## src/rtl/twowire_busy_slave.sv

```systemverilog
module twowire_busy_slave #(
  parameter logic [3:0] TYPE_ID   = 4'b0101,
  parameter int         NV_CYCLES = 625000
) (
  input  logic       clk,
  input  logic       rst_n,
  input  logic       scl_in,
  input  logic       sda_in,
  input  logic [3:0] strap,
  input  logic [7:0] rd_byte,
  output logic       sda_oe,
  output logic [7:0] out_byte,
  output logic       cmd_stb,
  output logic       wr_stb,
  output logic       nv_launch
);
  localparam int BW = $clog2(NV_CYCLES + 1);

  typedef enum logic [2:0] {S_IDLE, S_ADDR, S_CMD, S_DATA, S_RD} st_t;

  logic [2:0] scl_sy, sda_sy;
  logic       scl_s, scl_q, sda_s, sda_q;
  logic       scl_rise, scl_fall, start_det, stop_det;
  st_t        state;
  logic [3:0] cnt;
  logic [7:0] sh;
  logic       is_rd, nv_pend;
  logic [BW-1:0] busy_cnt;
  logic       busy, addr_hit;

  always_ff @(posedge clk or negedge rst_n)
    if (!rst_n) begin
      scl_sy <= '1;
      sda_sy <= '1;
    end else begin
      scl_sy <= {scl_sy[1:0], scl_in};
      sda_sy <= {sda_sy[1:0], sda_in};
    end

  assign scl_s     = scl_sy[1];
  assign scl_q     = scl_sy[2];
  assign sda_s     = sda_sy[1];
  assign sda_q     = sda_sy[2];
  assign scl_rise  = scl_s & ~scl_q;
  assign scl_fall  = ~scl_s & scl_q;
  assign start_det = scl_s & scl_q & sda_q & ~sda_s;
  assign stop_det  = scl_s & scl_q & ~sda_q & sda_s;
  assign busy      = busy_cnt != '0;
  assign addr_hit  = (sh == {TYPE_ID, strap}) && !busy;

  always_ff @(posedge clk or negedge rst_n)
    if (!rst_n) begin
      state     <= S_IDLE;
      cnt       <= '0;
      sh        <= '0;
      sda_oe    <= 1'b0;
      is_rd     <= 1'b0;
      nv_pend   <= 1'b0;
      busy_cnt  <= '0;
      out_byte  <= '0;
      cmd_stb   <= 1'b0;
      wr_stb    <= 1'b0;
      nv_launch <= 1'b0;
    end else begin
      cmd_stb   <= 1'b0;
      wr_stb    <= 1'b0;
      nv_launch <= 1'b0;
      if (busy) busy_cnt <= busy_cnt - 1'b1;
      if (start_det) begin
        state   <= S_ADDR;
        cnt     <= '0;
        sda_oe  <= 1'b0;
        nv_pend <= 1'b0;
      end else if (stop_det) begin
        state  <= S_IDLE;
        cnt    <= '0;
        sda_oe <= 1'b0;
        if (nv_pend) begin
          nv_pend   <= 1'b0;
          nv_launch <= 1'b1;
          busy_cnt  <= BW'(NV_CYCLES);
        end
      end else if (state != S_IDLE) begin
        if (scl_rise && cnt < 4'd9) begin
          cnt <= cnt + 1'b1;
          if (state != S_RD && cnt < 4'd8) sh <= {sh[6:0], sda_s};
        end
        if (scl_fall) begin
          if (cnt == 4'd8) begin
            case (state)
              S_ADDR: if (addr_hit) sda_oe <= 1'b1;
                      else begin
                        state <= S_IDLE;
                        cnt   <= '0;
                      end
              S_CMD: begin
                sda_oe   <= 1'b1;
                out_byte <= sh;
                cmd_stb  <= 1'b1;
                is_rd    <= sh[7];
                nv_pend  <= !sh[7] && sh[6];
              end
              S_DATA: begin
                sda_oe   <= 1'b1;
                out_byte <= sh;
                wr_stb   <= 1'b1;
              end
              default: sda_oe <= 1'b0;
            endcase
          end else if (cnt == 4'd9) begin
            cnt <= '0;
            case (state)
              S_ADDR: begin
                state  <= S_CMD;
                sda_oe <= 1'b0;
              end
              S_CMD: if (is_rd) begin
                       state  <= S_RD;
                       sh     <= rd_byte;
                       sda_oe <= ~rd_byte[7];
                     end else begin
                       state  <= S_DATA;
                       sda_oe <= 1'b0;
                     end
              default: begin
                state  <= S_IDLE;
                sda_oe <= 1'b0;
              end
            endcase
          end else if (state == S_RD && cnt != 4'd0) begin
            sh     <= {sh[6:0], 1'b0};
            sda_oe <= ~sh[6];
          end
        end
      end
    end

  a_r6_sda_moves_scl_low: assert property (@(posedge clk) disable iff (!rst_n)
    (sda_oe != $past(sda_oe)) |-> !scl_s);
  a_r3_idle_released: assert property (@(posedge clk) disable iff (!rst_n)
    (state == S_IDLE) |-> !sda_oe);
  a_r4_single_strobe: assert property (@(posedge clk) disable iff (!rst_n)
    !(cmd_stb && wr_stb));
  a_r7_launch_after_stop: assert property (@(posedge clk) disable iff (!rst_n)
    nv_launch |-> $past(stop_det));
  a_r7_busy_after_launch: assert property (@(posedge clk) disable iff (!rst_n)
    nv_launch |-> busy);
  a_r7_no_cmd_while_busy: assert property (@(posedge clk) disable iff (!rst_n)
    busy |-> !cmd_stb);
endmodule

```

## config.mk

```make
export PLATFORM = sky130hd
export DESIGN_NAME = twowire_busy_slave
export DESIGN_NICKNAME = d
export VERILOG_FILES = /design/src/rtl/twowire_busy_slave.sv
export SDC_FILE = /design/constraint.sdc
export NUM_CORES = 1
export LEC_CHECK = 0
export BUFFER_PORTS_ARGS = -buffer_cell sky130_fd_sc_hd__buf_2
export CAP_MARGIN = 20
export CELL_PAD_IN_SITES_DETAIL_PLACEMENT = 0
export CELL_PAD_IN_SITES_GLOBAL_PLACEMENT = 1
export CORE_UTILIZATION = 35
export CTS_CLUSTER_SIZE = 28
export DETAILED_ROUTE_END_ITERATION = 10
export PLACE_DENSITY_LB_ADDON = 0.2
export SLEW_MARGIN = 25
export SYNTH_ARGS = -nofsm -noshare
export SYNTH_HDL_FRONTEND = slang
export SYNTH_SLANG_ARGS = --single-unit
export TNS_END_PERCENT = 100
```

## constraint.sdc

```tcl
create_clock -name clk -period 2.7 [get_ports clk]
set_input_delay 0.675 -clock clk [delete_from_list [all_inputs] [get_ports clk]]
set_output_delay 0.675 -clock clk [all_outputs]
set_load 0.1 [all_outputs]
```

==> key figures <==
Status
  • Run status: finished clean

Synth
  • Synth warn: 0
  • Cells after synthesis: 281
  • Cell taking the most area after synthesis: dfrtp_1
  • Post-synth top cells: 49 x dfrtp_1, 27 x nor2_1, 17 x nand2_1
  • Synth cell types: 58
  • Asr flop ratio synth: 1.00
  • Number of flops mapped to enable cells by yosys: 0
  • Sequential element share of the synthesized area: 0.474
  • Ys flop type: dfrtp_1
  • Yosys reg bits: 55
  • Post-Syn Nets: 302
  • Synth top area share: 0.420
  • Syn avg cell area: 10.4 µm²
  • Area contributors post-synth: dfrtp_1 42%, dfstp_2 5.4%, mux2_2 3.5%, nor2_1 3.5%, nor4_4 2.9%
  • Count leader, synth: dfrtp_1
  • Syn Std Cell Area: 0.00292 mm²

Critical path
  • Slowest cell on the critical path: dfrtp_1
  • Crit Path Max Fanout: 9
  • Critical Path Max Stage Delay: 440 ps
  • Crit end category: flop
  • Worst path cell trace: inv_1 -> ha_1 -> and3b_1 -> nand2_1 -> nor3b_4 -> mux2_2
  • CP top delay family: simple AND/OR/NAND/NOR gates
  • Arr. time, crit path: 2370 ps
  • Kind of start point of the critical path: flop
  • Critical Path RT: 2910 ps
  • Setup Crit Path Kind: flop to flop
  • Worst Setup SP: cnt[0]
  • R2R Path Start: cnt[0]
  • Buf/Inv on CP: 1

Clocking
  • Clock transition at the registers of the reported paths: 100 ps
  • Clk buf depth: 2
  • H-tree Lvls: 2
  • CTS tree: yes
  • Root buffer cell: clkbuf_8
  • Cts hold-fix bufs: 0
  • Skew-Pair Late Insertion Delay: 310 ps
  • Cts bufs inserted: 5
  • Clock sink count: 55
  • Post-CTS sizing: 0
  • Setup Buffers After CTS: 0

STA
  • Rel. slew slack: 0.424
  • Fmax: 462 MHz
  • Slew Limit Fails: 0
  • Tmin final: 2160 ps
  • Worst-Margin Slew: 860 ps
  • Final setup viols: 0
  • Fin Setup TNS: 0 ps
  • Period utilization: 0.801
  • Clk_skew: 10.3 ps
  • RSZ-0062 raised after global routing: no
  • Fin. Hold Viols: 0

Die
  • Core ar.: 0.00789 mm²
  • Initial core utilization: 0.370
  • Site Rows: 32
  • DIE AREA: 0.00871 mm²
  • Die Y: 93.3 µm
  • Die X: 93.3 µm
  • # IOs: 28

Routing
  • Via count: 2199
  • Via/cell ratio: 5.30
  • DRT Pass-1 Iters: 4
  • Final wirelength: 6180 µm
  • Routed Antenna Nets: 0
  • # DRC: 0
  • Initial DRC count: 113
  • Per-cell routed wire length: 14.9 µm

Place
  • Gpl congestion: 0.864
  • Post-detail-place hpwl: 4530 µm
  • IO buf count: 27

Min path
  • Hold Crit Class: input port to asynchronous set/reset pin

Final layout
  • Fillers: 762
  • Area grow syn2layout: 12.5%
  • Reg area: 0.00138 mm²
  • Area of the multi-input gates: 0.00147 mm²
  • Fin nets: 333
  • Diode count: 0
  • Fraction of layout cells with a size suffix above 1: 0.243

Global routing
  • Vias in the first global route: 2163
  • Initial antenna violation count: 0
  • First-pass GRT wire length: 10600 µm
  • Gr ovfl total: 0
  • Largest net degree at the start of global routing: 56
  • Total Routing Usage GR: 0.156

Run
  • Max cap viols: 0

Pwr
  • Leak pwr: 1.44 nW
  • P per Cell Area: 798 mW/mm²
  • Tot Pwr: 2.62 mW
  • Maximum vdd drop: 0.334 mV
metal layers:
metal | up-vias | global-route usage | wire, µm
li1 | 1090 | - | -
met1 | 1047 | 0.217 | 3060
met2 | 55 | 0.237 | 2760
met3 | 7 | 0.0398 | 289
met4 | 0 | 0.0487 | 66
met5 | - | 0 | 0
worst paths after layout:
check                           slack (ps)     endpoint  cells past startpoint
worst max-delay path                   540  out_byte[5]                      6
worst min register to register         360    scl_sy[1]                      0
max in group asynchronous             2040    scl_sy[2]                      2
min in group clk                       360    scl_sy[1]                      0
worst min-delay path                   330     state[2]                      2
worst max register to register         540  out_byte[5]                      6
placed cells by master (no fill, tap or decap), types with 7 or more instances in the layout:
master	synthesis	final
dfrtp_1	49	49
nor2_1	27	27
buf_2	3	27
nand2_1	17	17
a21oi_1	14	14
o21ai_0	12	12
nand3_1	10	10
nor3_1	9	9
xor2_1	9	9
mux2_2	9	9
a2bb2oi_1	8	8
o22ai_1	8	8
inv_1	7	7
cell families after synthesis:
group | Yosys count | share of synthesized area
AND/OR/NAND/NOR | 114 | 0.242
AO/OA/AOI/OAI | 66 | 0.154
flip-flops | 55 | 0.474
XOR/XNOR | 15 | 0.0450
buffers and inverters | 15 | 0.0219
multiplexers | 11 | 0.0416
adder cells (fa/ha/maj) | 5 | 0.0214
worst register-to-register path, delay by kind of cell (launching register included):
family / cells / cell delay (ps)
AND/OR/NAND/NOR: 3 / 900
flip-flops: 1 / 440
multiplexers: 1 / 390
adder cells (fa/ha/maj): 1 / 210
buffers and inverters: 1 / 110
power by group:
part           switching [mW]  total [mW]  leakage [nW]  internal (mW)
Clock                   0.277       0.458        0.0402          0.181
Combinational           0.403       0.778         0.727          0.374
Sequential              0.326        1.38         0.676           1.06
Total                    1.01        2.62          1.44           1.61
cell type report:
type,count,share of cell area
clock buffer,5,0.0210
clock inverter,3,0.00610
inverter,7,0.00800
multi-input combinational,211,0.448
sequential,55,0.421
tap,102,0.0389
timing repair buffer,32,0.0564
state kept, by name, indices dropped and copies added, names as in the netlist, 3 cells and up:
signal / cells
busy_cnt: 20
cnt: 4
state: 3
sda_sy: 3
sh: 8
out_byte: 8
scl_sy: 3
through the flow:
step | hold WS [ps] | setup slack, ps | util | std cells | area, µm²
2_1_floorplan | 345 | 803 | - | 281 | 2920
3_3_place_gp | 347 | 477 | 0.405 | 407 | 3190
3_5_place_dp | 353 | 509 | 0.405 | 407 | 3190
4_1_cts | 345 | 490 | 0.416 | 415 | 3280
5_1_grt | 352 | 377 | 0.416 | 415 | 3280
6_report | 333 | 537 | 0.416 | 415 | 3280
Note: power is estimated with default switching activity, not from simulation.
